$ cat src/rtl/clk_sel_pkg.sv
package clk_sel_pkg;

    localparam int NUM_REF = 2;
    localparam int REF_PRI = 0;
    localparam int REF_SEC = 1;

    typedef enum logic [1:0] {
        SRC_PRI  = 2'b00,
        SRC_SEC  = 2'b01,
        SRC_FREE = 2'b10
    } src_e;

    typedef struct packed {
        logic freq;
        logic oof;
        logic ais;
        logic los;
    } ref_health_t;

    function automatic logic any_fault(ref_health_t h);
        return h.freq | h.oof | h.ais | h.los;
    endfunction

    function automatic logic signal_fault(ref_health_t h);
        return h.oof | h.ais | h.los;
    endfunction

endpackage

$ cat src/rtl/clk_ref_monitor.sv
module clk_ref_monitor
    import clk_sel_pkg::*;
#(
    parameter int HOLDOFF = 16
) (
    input  logic        clk,
    input  logic        rst,
    input  ref_health_t health,
    output logic        usable,
    output logic        sig_class,
    output logic        alarm
);
    localparam int CNT_W = $clog2(HOLDOFF + 1);
    localparam logic [CNT_W-1:0] CNT_MAX = CNT_W'(HOLDOFF);

    logic [CNT_W-1:0] clean_cnt;
    logic             fault_now;
    logic             fault_prev;

    assign fault_now = any_fault(health);
    assign sig_class = signal_fault(health);
    assign usable    = !fault_now && (clean_cnt == CNT_MAX);

    always_ff @(posedge clk) begin
        if (rst) begin
            clean_cnt  <= '0;
            fault_prev <= 1'b0;
            alarm      <= 1'b0;
        end else begin
            fault_prev <= fault_now;
            alarm      <= fault_now && !fault_prev;
            if (fault_now)
                clean_cnt <= '0;
            else if (clean_cnt != CNT_MAX)
                clean_cnt <= clean_cnt + 1'b1;
        end
    end

    // an alarm never lasts more than one cycle
    p_alarm_pulse_r8: assert property (@(posedge clk) disable iff (rst)
        alarm |=> !alarm);

    // a fault leaves the reference unusable on the following cycle
    p_fault_unqualifies_r4: assert property (@(posedge clk) disable iff (rst)
        fault_now |=> !usable);

endmodule

$ cat src/rtl/clk_sel_fsm.sv
module clk_sel_fsm
    import clk_sel_pkg::*;
(
    input  logic clk,
    input  logic rst,
    input  logic pri_ok,
    input  logic sec_ok,
    input  logic pri_sig_fault,
    input  logic cfg_revertive,
    input  logic cfg_drift_revert,
    input  logic force_req,
    input  logic force_to_sec,
    input  logic mux_done,
    output src_e cur_src,
    output logic req,
    output logic busy
);
    src_e nxt_src;
    logic revert_ok;
    logic revert_ok_nxt;

    always_comb begin
        nxt_src       = cur_src;
        revert_ok_nxt = revert_ok;
        unique case (cur_src)
            SRC_PRI: begin
                if (!pri_ok) begin
                    nxt_src       = sec_ok ? SRC_SEC : SRC_FREE;
                    revert_ok_nxt = pri_sig_fault | cfg_drift_revert;
                end else if (force_req && force_to_sec && sec_ok) begin
                    nxt_src       = SRC_SEC;
                    revert_ok_nxt = 1'b0;
                end
            end
            SRC_SEC: begin
                if (!sec_ok)
                    nxt_src = pri_ok ? SRC_PRI : SRC_FREE;
                else if (pri_ok && ((force_req && !force_to_sec) ||
                                    (cfg_revertive && revert_ok)))
                    nxt_src = SRC_PRI;
            end
            default: begin
                if (pri_ok)
                    nxt_src = SRC_PRI;
                else if (sec_ok)
                    nxt_src = SRC_SEC;
            end
        endcase
    end

    always_ff @(posedge clk) begin
        if (rst) begin
            cur_src   <= SRC_FREE;
            req       <= 1'b0;
            busy      <= 1'b0;
            revert_ok <= 1'b1;
        end else begin
            req <= 1'b0;
            if (busy) begin
                if (mux_done)
                    busy <= 1'b0;
            end else if (nxt_src != cur_src) begin
                cur_src   <= nxt_src;
                req       <= 1'b1;
                busy      <= 1'b1;
                revert_ok <= revert_ok_nxt;
            end
        end
    end

    // request is a single-cycle pulse
    p_req_single_r10: assert property (@(posedge clk) disable iff (rst)
        req |=> !req);

    // no source change while waiting for the mux
    p_hold_while_busy_r10: assert property (@(posedge clk) disable iff (rst)
        (busy && !mux_done) |=> $stable(cur_src));

    // every source change is announced
    p_change_has_req_r10: assert property (@(posedge clk) disable iff (rst)
        !$stable(cur_src) |-> req);

    // free-run is entered only when neither reference was usable
    p_free_entry_r3: assert property (@(posedge clk) disable iff (rst)
        (cur_src == SRC_FREE && $past(cur_src) != SRC_FREE) |-> $past(!pri_ok && !sec_ok));

endmodule

$ cat src/rtl/clk_src_selector.sv
module clk_src_selector
    import clk_sel_pkg::*;
#(
    parameter int HOLDOFF = 16
) (
    input  logic       clk,
    input  logic       rst,
    input  logic [3:0] pri_status,
    input  logic [3:0] sec_status,
    input  logic       cfg_revertive,
    input  logic       cfg_drift_revert,
    input  logic       force_req,
    input  logic       force_to_sec,
    input  logic       mux_done,
    output logic [1:0] sel_code,
    output logic       sel_req,
    output logic       sel_busy,
    output logic       alarm_pri,
    output logic       alarm_sec
);
    ref_health_t        health [NUM_REF];
    logic [NUM_REF-1:0] ref_ok;
    logic [NUM_REF-1:0] ref_sig;
    logic [NUM_REF-1:0] ref_alarm;
    src_e               cur_src;

    assign health[REF_PRI] = ref_health_t'(pri_status);
    assign health[REF_SEC] = ref_health_t'(sec_status);

    for (genvar g = 0; g < NUM_REF; g++) begin : g_mon
        clk_ref_monitor #(.HOLDOFF(HOLDOFF)) u_mon (
            .clk       (clk),
            .rst       (rst),
            .health    (health[g]),
            .usable    (ref_ok[g]),
            .sig_class (ref_sig[g]),
            .alarm     (ref_alarm[g])
        );
    end

    clk_sel_fsm u_fsm (
        .clk              (clk),
        .rst              (rst),
        .pri_ok           (ref_ok[REF_PRI]),
        .sec_ok           (ref_ok[REF_SEC]),
        .pri_sig_fault    (ref_sig[REF_PRI]),
        .cfg_revertive    (cfg_revertive),
        .cfg_drift_revert (cfg_drift_revert),
        .force_req        (force_req),
        .force_to_sec     (force_to_sec),
        .mux_done         (mux_done),
        .cur_src          (cur_src),
        .req              (sel_req),
        .busy             (sel_busy)
    );

    assign sel_code  = cur_src;
    assign alarm_pri = ref_alarm[REF_PRI];
    assign alarm_sec = ref_alarm[REF_SEC];

    // a faulty reference is never the source after a settled cycle
    p_no_faulty_pri_r1: assert property (@(posedge clk) disable iff (rst)
        (|pri_status && !sel_busy && !sel_req) |=> (sel_code != 2'b00) || sel_req || $past(sel_busy));

endmodule

$ cat config.mk
export PLATFORM = sky130hd
export DESIGN_NAME = clk_src_selector
export DESIGN_NICKNAME = d
export VERILOG_FILES = /design/src/rtl/clk_sel_pkg.sv /design/src/rtl/clk_ref_monitor.sv /design/src/rtl/clk_sel_fsm.sv /design/src/rtl/clk_src_selector.sv
export SDC_FILE = /design/constraint.sdc
export NUM_CORES = 1
export LEC_CHECK = 0
export ABC_AREA = 1
export BUFFER_PORTS_ARGS = -buffer_cell sky130_fd_sc_hd__buf_2
export CAP_MARGIN = 15
export CORE_ASPECT_RATIO = 0.8
export CORE_MARGIN = 1
export CORE_UTILIZATION = 52
export CTS_CLUSTER_SIZE = 28
export DETAILED_ROUTE_END_ITERATION = 6
export PLACE_DENSITY = 0.8
export SLEW_MARGIN = 30
export SYNTH_ARGS = -nofsm -noshare
export SYNTH_HDL_FRONTEND = slang
export SYNTH_SLANG_ARGS = --single-unit
$ cat constraint.sdc
create_clock -name clk -period 1.8 [get_ports clk]
set_input_delay 0.09 -clock clk [delete_from_list [all_inputs] [get_ports clk]]
set_output_delay 0.09 -clock clk [all_outputs]
set_load 0.03 [all_outputs]
=== Word level (Yosys, flattened, before mapping) ===
Cells that the tools add are included.

* Add/subtract/negate cells: 2
* Eq/ne operators: 7
* Muxes and demuxes: 14
* Bitwise logic cells: 10
* Reductions and logical operators: 21

{| class="wikitable"
|+ Operator list
! cell !! count
|-
| 2-bit 2-to-1 mux || 8
|-
| 5-bit by 1-bit adder with 5-bit output, second input constant || 2
|-
| 5-bit equality test, second input constant || 2
|-
| 5-bit inequality test, second input constant || 2
|-
| 1-bit logical AND || 9
|-
| 1-bit bitwise OR || 9
|-
| 2-bit OR reduction || 3
|-
| 1-bit logical NOT || 5
|-
| 1-bit 2-to-1 mux || 5
|-
| 2-bit one-hot mux with 2 select lines || 1
|-
| 4-bit AND reduction || 1
|-
| 2-bit by 1-bit equality test with 1-bit output, second input constant || 1
|-
| 2-bit logical NOT || 1
|-
| 2-bit inequality test || 1
|-
| 2-bit inequality test, second input constant || 1
|-
| 2-bit AND reduction || 1
|-
| 1-bit logical OR || 1
|-
| 1-bit NOT || 1
|}

* Flip-flop bits (word level): 19
* Input bits: 15
* Output and inout port bits: 6
* Word-level logic and storage cells: 64

=== Longest topological paths before layout ===
Gate-level depths: netlist of run 1.

* Word-level depth: 12
* Gate-level depth with buffers: 12
* Mapped depth without buffers: 12

=== Hierarchy ===
A second synthesis of run 1 with hierarchy kept.

* Cell total of the unflattened synthesis: 138
* Area, all modules: 937.1 um^2

{| class="wikitable"
|+ By module, submodules not included
! module !! times used !! cells an instance !! area an instance (um^2) !! seq. area each (um^2)
|-
| clk_ref_monitor || 2 || 47 || 332.8 || 140.1
|-
| clk_sel_fsm || 1 || 44 || 271.5 || 100.1
|}

=== Least setup slack after synthesis of run 1 ===
Ideal clock, no wire load.

* Kind: reg-to-reg
* Start: register g_mon[0].u_mon.clean_cnt[0]
* End: register u_fsm.busy
* Library setup time: 0.114 ns
* Arrival: 1.286 ns
* Setup slack: 0.400 ns
* Cell stages (with the launch flop): 12
* Path buffers: 0
* Period minus slack after synthesis: 1.400 ns
* Cells stage by stage: dfxtp_1 > inv_1 > ha_1 > nand2_1 > nor3_4 > nand2_2 > nand2_2 > nand3_4 > nand3_1 > nand3_1 > nand2_1 > nand2_1

* Word-level cells in the longest chain between the ends: 9
* Elaborated cells between the ends (all ways): 12
* Classes of those cells: eq/ne (2); mux (8); reduce/logical (2)

{| class="wikitable"
|+ RTL lines
! element !! RTL line !! text
|-
| start, declared || clk_ref_monitor.sv:16 || <nowiki>logic [CNT_W-1:0] clean_cnt;</nowiki>
|-
| start signal, assigned || clk_ref_monitor.sv:35 || <nowiki>clean_cnt <= clean_cnt + 1'b1;</nowiki>
|-
| 5-bit equality test * || clk_ref_monitor.sv:22 || <nowiki>assign usable = !fault_now && (clean_cnt == CNT_MAX);</nowiki>
|-
| 1-bit logical AND * || clk_ref_monitor.sv:22 ||
|-
| 1-bit logical AND || clk_sel_fsm.sv:38 || <nowiki>else if (pri_ok && ((force_req && !force_to_sec) ||</nowiki>
|-
| 2-bit 2-to-1 mux || clk_sel_fsm.sv:38 ||
|-
| 2-bit 2-to-1 mux || clk_sel_fsm.sv:36 || <nowiki>if (!sec_ok)</nowiki>
|-
| 2-bit one-hot mux with 2 select lines * || clk_sel_fsm.sv:25 || <nowiki>unique case (cur_src)</nowiki>
|-
| 2-bit inequality test * || clk_sel_fsm.sv:62 || <nowiki>end else if (nxt_src != cur_src) begin</nowiki>
|-
| 1-bit 2-to-1 mux * || clk_sel_fsm.sv:62 ||
|-
| 1-bit 2-to-1 mux * || clk_sel_fsm.sv:59 || <nowiki>if (busy) begin</nowiki>
|-
| end signal, assigned || clk_sel_fsm.sv:55 || <nowiki>busy <= 1'b0;</nowiki>
|-
| end signal, assigned || clk_sel_fsm.sv:61 || <nowiki>busy <= 1'b0;</nowiki>
|-
| end signal, assigned || clk_sel_fsm.sv:65 || <nowiki>busy <= 1'b1;</nowiki>
|-
| end, declared || clk_sel_fsm.sv:16 || <nowiki>output logic busy</nowiki>
|}

Mark *: on every way between the ends. The rest lies on a longest branch, timed or not.
A chain may end at the register's enable or synchronous reset.

=== Worst setup path in the final report of run 1 ===
Ends and elaborated chain as after synthesis.

==> results of run 1 <==
## worst max-delay path: cells and delay by family (launching register included)
| kind | cells | cell delay (ps) |
|---|---|---|
| flip-flops | 1 | 350 |
| AND/OR/NAND/NOR | 9 | 830 |
| buffers and inverters | 1 | 80 |
| adder cells (fa/ha/maj) | 1 | 190 |
## synth_stat cells (2+ instances only)
| cell | number |
|---|---|
| a21oi_1 | 6 |
| dfxtp_1 | 19 |
| ha_1 | 4 |
| inv_1 | 17 |
| inv_2 | 2 |
| nand2_1 | 30 |
| nand2_2 | 6 |
| nand3_1 | 10 |
| nor2_1 | 9 |
| nor2_2 | 2 |
| nor2_4 | 2 |
| nor3_1 | 4 |
| o21ai_0 | 3 |
| or2_2 | 3 |
| xnor2_1 | 2 |
| xor2_1 | 2 |
## report_power, final
part / internal, uW / switching [uW]
clock: 86.3 / 121
combinational: 20.6 / 25.2
sequential: 426 / 1.92
## cell families (layout without fill, tap and decap cells)
group,Yosys count,count (layout),share of synthesized area
flip-flops,19,19,0.396
adder cells (fa/ha/maj),4,4,0.0521
XOR/XNOR,4,4,0.0365
AO/OA/AOI/OAI,12,12,0.0677
buffers and inverters,19,44,0.0742
AND/OR/NAND/NOR,70,70,0.374
## final timing paths
kind / startpoint / to / depth (start not counted)
min: cfg_drift_revert / u_fsm.revert_ok$_SDFFE_PP1P_ / 3
max reg2reg: g_mon[0].u_mon.clean_cnt[0]$_SDFFE_PP0P_ / u_fsm.busy$_SDFF_PP0_ / 11
max: g_mon[0].u_mon.clean_cnt[0]$_SDFFE_PP0P_ / u_fsm.busy$_SDFF_PP0_ / 11
min reg2reg: g_mon[1].u_mon.fault_prev$_SDFF_PP0_ / g_mon[1].u_mon.alarm$_SDFF_PP0_ / 1
## registers in the layout, summed over array words and instances, names as in the netlist
name / flops
u_fsm.req: 1
u_fsm.busy: 1
u_fsm.cur_src: 2
g_mon.u_mon.alarm: 2
u_fsm.revert_ok: 1
g_mon.u_mon.clean_cnt: 10
g_mon.u_mon.fault_prev: 2
## per-stage QoR
step / instance area (sq um) / util / setup slack (ps) / cells
6_report: 1120 / 0.671 / 242 / 175
5_1_grt: 1120 / 0.671 / 82.3 / 175
4_1_cts: 1120 / 0.671 / 233 / 175
3_5_place_dp: 1090 / 0.650 / 250 / 170
3_3_place_gp: 1090 / 0.650 / 293 / 170
2_1_floorplan: 961 / - / 400 / 128
## layer usage
layer,GRT usage,vias up,part of all wire
met4,0.0714,0,0.0075
met3,0.0720,2,0.042
met1,0.230,367,0.48
met2,0.337,16,0.47
met5,0,-,0
li1,-,450,-
## layout make-up
type / instances / share of cell area
multi-input combinational: 90 / 0.453
timing repair buffer: 21 / 0.0979
sequential: 19 / 0.338
inverter: 19 / 0.0634
clock buffer: 4 / 0.0234
tap: 22 / 0.0245
==> run_results.csv, run 1 <==
group,metric,value,unit
floorplan,die_area,2020,sq um
clock_network,clock_latency,290,ps
clock_network,cts_resized,0,
sta,tns,0,ps
run,cap_violations,0,
logic_synthesis,yosys_warnings,0,
global_routing,grt_overflow,0,
clock_network,cts_buffer_depth,2,
sta,period_share,0.866,
run_status,status,"finished, final reports clean",
clock_network,postCtsHoldBufs,1,
worst_setup_path,worstSetupPathType,"reg2reg",
logic_synthesis,ys.flop_type,"dfxtp_1",
worst_setup_path,path_common_cell,"nand2_1",
global_routing,grtUsageTotal,0.196,
hold_path,min_path_type,"in2reg",
cells_and_area,area_delta_synth_final,17.1,%
worst_setup_path,required,2000,ps
floorplan,ios,21,
global_routing,grt_max_degree,11,
logic_synthesis,syn_inst,128,
sta,drv_slew,0,
cells_and_area,n_fill_cell,151,
worst_setup_path,crit_fanout,4,
sta,hold_viol_final,0,
floorplan,die_w,50.1,microns
floorplan,die_height,40.5,microns
floorplan,core,1680,sq um
cells_and_area,multi_input_area,509,sq um
logic_synthesis,yosysUniqueCellTypes,23,
worst_setup_path,crit_arrival,1760,ps
logic_synthesis,synth_top_cell_area_share,0.396,
clock_network,clkSinkCount,19,
routing,drt-pass1-iter-count,4,
routing,ant_nets,0,
pwr,finalPower,682,uW
logic_synthesis,ys_seq_area_frac,0.396,
floorplan,start_util,0.574,
pwr,ir_drop,0.446,mV
cells_and_area,layout.nets,173,
sta,skew,0.638,ps
clock_network,htreeDepth,1,
sta,period_minus_slack,1560,ps
pwr,p_leak,0.000514,uW
routing,vias_per_cell,4.77,
worst_setup_path,cp_slowest_cell,"dfxtp_1",
global_routing,grt_pass1_wl,2.86,mm
floorplan,rows,13,
routing,drt_wl_total,1.72,mm
routing,post-route-drc-count,0,
routing,drt-initial-drc-count,14,
worst_setup_path,path_cells,"inv_1 > ha_1 > nand2_1 > nor3_4 > nand2_2 > nand2_2 > nand3_4 > nand3_1 > nand3_1 > nand2_1 > nand2_1",
logic_synthesis,synthArstFlopShare,0,
placement,globalplace.congestion,0.891,
sta,tightest_slew,251,ps
clock_network,cts_tree,"done",
cells_and_area,regArea,380,sq um
sta,setup_viol,0,
clock_network,cts_setup_buffers,0,
logic_synthesis,avgSynthCellArea,7.51,sq um
routing,vias,835,
placement,dp_hpwl,1.40,mm
sta,rsz0062_at_grt,"no",
routing,avgRoutedWirePerCell,9.85,microns
global_routing,grt_pass1_vias,740,
placement,io_buffers,20,
logic_synthesis,synth_top_area_cell,"dfxtp_1",
sta,whs,20.5,ps
pwr,power_density,606,nW/um^2
logic_synthesis,synth.area.top_cells,"dfxtp_1 (40%), nand2_1 (12%), inv_1 (6.6%)",
sta,slew-limit-headroom,0.832,
clock_network,cts_root_buf,"clkbuf_4",
worst_setup_path,reg2reg_setup_slack,240,ps
cells_and_area,drive_gt1_frac,0.268,
worst_setup_path,start_kind,"flip-flop",
global_routing,antenna_found_initial,0,
clock_network,cts_made_buffers,3,
logic_synthesis,syn-num-nets,147,
logic_synthesis,synth-seq-cells,19,
worst_setup_path,slowest_delay,350,ps
cells_and_area,final_common_cell,"nand2_1",
sta,max_freq,0.642,GHz
cells_and_area,antenna_cells,0,
logic_synthesis,synth-edff-count,0,
logic_synthesis,syn_area,961,sq um
clock_network,clk_pin_slew,100,ps
worst_setup_path,worst_setup_path_end_kind,"flip-flop",
cells_and_area,final_cell_mix,"nand2_1 (30), buf_2 (20), dfxtp_1 (19)",
Note: power is estimated with default switching activity, not from simulation.
==> run 2, diff against run 1 <==
==> constraint.sdc (replaced) <==
create_clock -name clk -period 1.8 [get_ports clk]
set_input_delay 0.27 -clock clk [delete_from_list [all_inputs] [get_ports clk]]
set_output_delay 0.27 -clock clk [all_outputs]
set_load 0.03 [all_outputs]
==> run 2 against run 1 <==
Effect of this change:
- total power decreased by 0.24%
- via count decreased by 0.48%
- sequential cell count unchanged
- sequential share of layout area increased by 0.30 points
- clock skew about the same
- clock power about the same
- routed wire length decreased by 0.64%
- first-iteration DRC count increased by 7.1%
- critical path depth unchanged
- highest routed layer unchanged
==> run_results.csv, run 2 (synthesis gave the netlist of run 1 again) <==
group,metric,value,unit
run_status,status,"finished, final reports clean",
global_routing,grt_pass1_wl,2.84,mm
global_routing,antenna_found_initial,0,
cells_and_area,drive_gt1_frac,0.270,
clock_network,cts_resized,0,
global_routing,grt_max_degree,11,
pwr,power.share.clock,0.305,
floorplan,start_util,0.574,
floorplan,die_area,2020,sq um
worst_setup_path,worstSetupPathType,"reg2reg",
sta,whs,175,ps
pwr,combPwrFrac,0.065,
routing,drt_wl_total,1.71,mm
routing,wirelength_met1,818,microns
cells_and_area,final_cell_mix,"nand2_1 (30), buf_2 (20), dfxtp_1 (19)",
clock_network,cts_root_buf,"clkbuf_4",
worst_setup_path,crit_arrival,1760,ps
cells_and_area,fin_util,0.665,
routing,drt-initial-drc-count,15,
worst_setup_path,worst_setup_path_end_kind,"flip-flop",
floorplan,core,1680,sq um
sta,rsz0062_at_grt,"no",
routing,wl_met3,73,microns
pwr,power.internal,532,uW
cells_and_area,layout.nets,172,
cells_and_area,multi_input_area,509,sq um
sta,skew,0.725,ps
clock_network,cts_setup_buffers,0,
placement,dp_hpwl,1.40,mm
worst_setup_path,crit-reg2reg-launch,"g_mon[0].u_mon.clean_cnt[0]$_SDFFE_PP0P_",
clock_network,cts_made_buffers,3,
clock_network,cts_buffer_depth,2,
cells_and_area,n_fill_cell,152,
routing,wl_met2,807,microns
pwr,switching_share,0.218,
clock_network,htreeDepth,1,
sta,max_freq,0.642,GHz
worst_setup_path,reg2reg_setup_slack,240,ps
placement,dpl_worst_slack,250,ps
cells_and_area,final_common_cell,"nand2_1",
clock_network,cts_tree,"done",
cells_and_area,area_delta_synth_final,16.0,%
worst_setup_path,critPathLaunch,"g_mon[0].u_mon.clean_cnt[0]$_SDFFE_PP0P_",
routing,drt-pass1-iter-count,4,
cells_and_area,fin_cells,174,
pwr,power.switching,148,uW
sta,tns,0,ps
sta,period_share,0.866,
worst_setup_path,reg2reg_to,"u_fsm.busy$_SDFF_PP0_",
routing,ant_nets,0,
clock_network,postCtsHoldBufs,0,
worst_setup_path,crit_fanout,4,
clock_network,clk_pin_slew,100,ps
placement,io_buffers,20,
cells_and_area,regArea,380,sq um
pwr,p_leak,0.000510,uW
routing,avgRoutedWirePerCell,9.84,microns
worst_setup_path,start_kind,"flip-flop",
run,cap_violations,0,
routing,vias,831,
placement,globalplace.congestion,0.891,
hold_path,min_path_type,"in2reg",
sta,hold_viol_final,0,
routing,post-route-drc-count,0,
floorplan,die_w,50.1,microns
sta,setup_slack,242,ps
sta,slew-limit-headroom,0.832,
placement,place_inst,170,
cells_and_area,regMostFlops,"g_mon.u_mon.clean_cnt",
global_routing,grtUsageTotal,0.195,
pwr,power_density,610,nW/um^2
floorplan,ios,21,
pwr,seqPwrFrac,0.630,
cells_and_area,largest_reg_flops,10,
worst_setup_path,worstRegToRegCells,11,
sta,period_minus_slack,1560,ps
pwr,ir_drop,0.446,mV
floorplan,die_height,40.5,microns
clock_network,clock_latency,290,ps
routing,vias_per_cell,4.78,
sta,drv_slew,0,
worst_setup_path,required,2000,ps
worst_setup_path,endpoint,"u_fsm.busy$_SDFF_PP0_",
global_routing,grt_pass1_vias,739,
cells_and_area,antenna_cells,0,
routing,top_layer,"met4",
floorplan,rows,13,
clock_network,clkSinkCount,19,
sta,tightest_slew,251,ps
sta,setup_viol,0,
global_routing,grt_overflow,0,
## run 2: cell count changes in the layout (fill, tap and decap cells not counted)
cell	delta
dlygate4sd3_1	-1
## run 2: stage by stage
step                total power (uW)  area (sq um)
detailed placement               483          1090
CTS                              691          1110
floorplan                        461           961
global route                     712          1110
global placement                 481          1090
finish                           680          1110
## run 2: layer usage
layer / global-route usage / vias to the layer above
li1: - / 448
met1: 0.228 / 365
met2: 0.337 / 16
met3: 0.0720 / 2
met4: 0.0714 / 0
met5: 0 / -
## run 2: layout make-up
| cell class | instances | area share |
|---|---|---|
| timing repair buffer | 20 | 0.0898 |
| sequential | 19 | 0.341 |
| multi-input combinational | 90 | 0.457 |
| clock buffer | 4 | 0.0236 |
| inverter | 19 | 0.0640 |
| tap | 22 | 0.0247 |
## run 2: power by group through the flow
stage          clock network (uW)  logic (uW)  registers, uW
2_1_floorplan                   0        17.1            444
3_3_place_gp                    0        43.4            438
3_5_place_dp                    0        44.5            438
4_1_cts                       218        44.6            429
5_1_grt                       233        49.7            429
6_report                      208        44.1            428
## run 2: worst max-delay path: stages, from the launching register on
cell     delay (ps)
dfxtp_1         350
inv_1            80
ha_1            190
nand2_1          90
nor3_4          200
nand2_2          90
nand2_2         100
nand3_4          80
nand3_1          70
nand3_1          70
nand2_1          80
nand2_1          50
## run 2: how the worst min path moves through the flow
stage                                                    start                              endpoint  slack (ps)  cells after the start
after detailed placement  g_mon[1].u_mon.fault_prev$_SDFF_PP0_       g_mon[1].u_mon.alarm$_SDFF_PP0_         380                      1
after CTS                                                  rst  g_mon[1].u_mon.fault_prev$_SDFF_PP0_         170                      2
after global placement    g_mon[0].u_mon.fault_prev$_SDFF_PP0_       g_mon[0].u_mon.alarm$_SDFF_PP0_         370                      1
final                                                      rst  g_mon[1].u_mon.fault_prev$_SDFF_PP0_         180                      2
after floorplan                                            rst  g_mon[1].u_mon.fault_prev$_SDFF_PP0_         340                      1
after global routing                                       rst  g_mon[1].u_mon.fault_prev$_SDFF_PP0_         180                      2
==> run 3, diff against run 2 <==
--- a/config.mk
+++ b/config.mk
@@ -10,11 +10,12 @@
 export CAP_MARGIN = 15
 export CORE_ASPECT_RATIO = 0.8
 export CORE_MARGIN = 1
-export CORE_UTILIZATION = 52
+export CORE_UTILIZATION = 51
 export CTS_CLUSTER_SIZE = 28
 export DETAILED_ROUTE_END_ITERATION = 6
-export PLACE_DENSITY = 0.8
+export PLACE_DENSITY = 0.76
 export SLEW_MARGIN = 30
 export SYNTH_ARGS = -nofsm -noshare
 export SYNTH_HDL_FRONTEND = slang
+export SYNTH_HIERARCHICAL = 1
 export SYNTH_SLANG_ARGS = --single-unit
==> run 3 against run 2 <==
Effect of this change:
- area after synthesis fell by 3.3%
- register-to-register slack got worse by 80 ps
- clock-buffer cell count fell by 1
- worst hold slack improved by 32 ps
- worst setup slack got worse by 79 ps
- via count rose by 11%
- clock skew rose by 2.8 ps
- non-clock buffer count rose by 5
- total power rose by 0.84%
- die area fell by 1.3%
- critical path type unchanged
==> run_results.csv, run 3 <==
group,metric,value,unit
global_routing,grt_pass1_wl,3.24,mm
pwr,ir_drop,0.513,mV
floorplan,die_w,49.7,microns
logic_synthesis,yosys_warnings,6,
placement,io_buffers,20,
sta,slew-limit-headroom,0.823,
clock_network,cts_tree,"done",
floorplan,core,1660,sq um
sta,tns,0,ps
logic_synthesis,avgSynthCellArea,6.84,sq um
run,cap_violations,0,
routing,drt_wl_total,2.00,mm
logic_synthesis,syn-num-nets,155,
clock_network,cts_buffer_depth,2,
global_routing,antenna_found_initial,0,
clock_network,clk_pin_slew,100,ps
worst_setup_path,start_kind,"flip-flop",
cells_and_area,largest_reg_flops,10,
sta,rsz0062_at_grt,"no",
sta,max_freq,0.611,GHz
floorplan,ios,21,
pwr,switching_share,0.229,
cells_and_area,regMostFlops,"g_mon.u_mon/clean_cnt",
logic_synthesis,syn_area,930,sq um
cells_and_area,final_common_cell,"nand2_1",
sta,tightest_slew,264,ps
global_routing,grt_max_degree,12,
worst_setup_path,crit_arrival,1830,ps
pwr,p_leak,0.000585,uW
floorplan,die_height,40.2,microns
cells_and_area,antenna_cells,0,
worst_setup_path,worstRegToRegCells,13,
clock_network,htreeDepth,1,
floorplan,die_area,2000,sq um
worst_setup_path,reg2reg_setup_slack,160,ps
pwr,combPwrFrac,0.070,
cells_and_area,drive_gt1_frac,0.267,
routing,vias,921,
global_routing,grt_pass1_vias,826,
routing,ant_nets,0,
pwr,power.switching,157,uW
run_status,status,"finished, final reports clean",
routing,post-route-drc-count,0,
placement,place_inst,179,
hold_path,min_path_type,"in2reg",
routing,drt-pass1-iter-count,4,
cells_and_area,fin_cells,187,
pwr,power_density,595,nW/um^2
sta,period_share,0.909,
clock_network,postCtsHoldBufs,0,
routing,drt-initial-drc-count,12,
sta,drv_slew,0,
logic_synthesis,syn_inst,136,
pwr,power.share.clock,0.304,
hold_path,holdPathEnd,"u_fsm/busy$_SDFF_PP0_",
hold_path,hold_depth,4,
worst_setup_path,worstSetupPathType,"reg2reg",
sta,whs,207,ps
global_routing,grt_overflow,0,
global_routing,grtUsageTotal,0.223,
floorplan,rows,13,
pwr,power.internal,529,uW
clock_network,clock_latency,290,ps
cells_and_area,area_delta_synth_final,24.0,%
clock_network,cts_made_buffers,3,
sta,skew,3.51,ps
worst_setup_path,reg2reg_to,"u_fsm/busy$_SDFF_PP0_",
clock_network,clkSinkCount,19,
hold_path,min_from,"mux_done",
sta,hold_viol_final,0,
clock_network,cts_root_buf,"clkbuf_4",
cells_and_area,final_cell_mix,"nand2_1 (29), inv_1 (23), buf_2 (20)",
routing,vias_per_cell,4.93,
worst_setup_path,required,2000,ps
pwr,finalPower,686,uW
cells_and_area,layout.nets,185,
worst_setup_path,worst_setup_path_end_kind,"flip-flop",
sta,setup_viol,0,
placement,globalplace.congestion,0.872,
worst_setup_path,crit-reg2reg-launch,"g_mon[1].u_mon/clean_cnt[1]$_SDFFE_PP0P_",
floorplan,start_util,0.560,
placement,dp_hpwl,1.55,mm
pwr,seqPwrFrac,0.626,
routing,avgRoutedWirePerCell,10.7,microns
sta,period_minus_slack,1640,ps
worst_setup_path,crit_fanout,4,
## run 3: changes by cell type in the layout (fill, tap and decap cells not counted), moves of 2 or more
cell | previous run | this run
buf_4 | 0 | 5
dfxtp_1 | 19 | 16
dfxtp_2 | 0 | 3
inv_1 | 17 | 23
nand2_2 | 6 | 2
nand3_1 | 10 | 14
nand4_1 | 0 | 4
nor2_1 | 9 | 16
nor3_1 | 4 | 0
or2_2 | 3 | 0
xnor2_1 | 2 | 0
## run 3: power by group through the flow
| stage | logic [uW] | registers (uW) | clock network, uW |
|---|---|---|---|
| 2_1_floorplan | 16.5 | 444 | 0 |
| 3_3_place_gp | 44.7 | 438 | 0 |
| 5_1_grt | 54.4 | 430 | 235 |
| 3_5_place_dp | 46.9 | 439 | 0 |
| 6_report | 48.1 | 429 | 209 |
| 4_1_cts | 47.0 | 429 | 220 |
## run 3: area by class of cell
cell class,instances,area (sq um)
Multi-Input combinational cell,91,478
Clock inverter,1,5.00
Clock buffer,3,22.5
Sequential cell,19,384
Timing Repair Buffer,25,138
Fill cell,161,507
Inverter,26,97.6
Tap cell,22,27.5
## run 3: repair_timing
item                                   in CTS  in global routing
endpoints found under the hold margin       0                  0
buffers inserted                            0                  4
gates resized for setup                     0                 13
setup endpoints to repair                   0                  4
## run 3: through the flow
step	setup slack [ps]	utilization	instance area, sq um
floorplan	230	-	930
global route	5.45	0.695	1150
CTS	38.2	0.658	1090
finish	163	0.695	1150
detailed placement	53.5	0.642	1060
global placement	101	0.642	1060
## run 3: metal layers
layer  global-route usage  up-vias  share of wire
li1                     -      484              -
met1                0.254      413           0.47
met2                0.399       22           0.47
met3               0.0720        2          0.045
met4                0.100        0         0.0075
met5                    0        -              0
## run 3: worst max-delay path: stages (launching register included)
cell     delay (ps)
dfxtp_1         390
inv_1            60
ha_1            180
nand2_1          80
inv_2            50
nand2_4          80
nor2_4           50
buf_4           130
o21ai_0         160
nand2_1          90
nand3_1          90
nand3_1          70
nand2_1          80
nand2_1          40
## run 3: how the worst max path moves through the flow
stage / startpoint / to / slack (ps) / cells past startpoint
floorplan: g_mon[0].u_mon/clean_cnt[0]$_SDFFE_PP0P_ / u_fsm/busy$_SDFF_PP0_ / 230 / 15
global placement: g_mon[1].u_mon/clean_cnt[0]$_SDFFE_PP0P_ / u_fsm/busy$_SDFF_PP0_ / 100 / 15
detailed placement: g_mon[1].u_mon/clean_cnt[0]$_SDFFE_PP0P_ / u_fsm/busy$_SDFF_PP0_ / 50 / 15
CTS: g_mon[1].u_mon/clean_cnt[0]$_SDFFE_PP0P_ / u_fsm/busy$_SDFF_PP0_ / 40 / 15
global route: g_mon[0].u_mon/clean_cnt[0]$_SDFFE_PP0P_ / u_fsm/busy$_SDFF_PP0_ / 5 / 15
finish: g_mon[1].u_mon/clean_cnt[1]$_SDFFE_PP0P_ / u_fsm/busy$_SDFF_PP0_ / 160 / 13
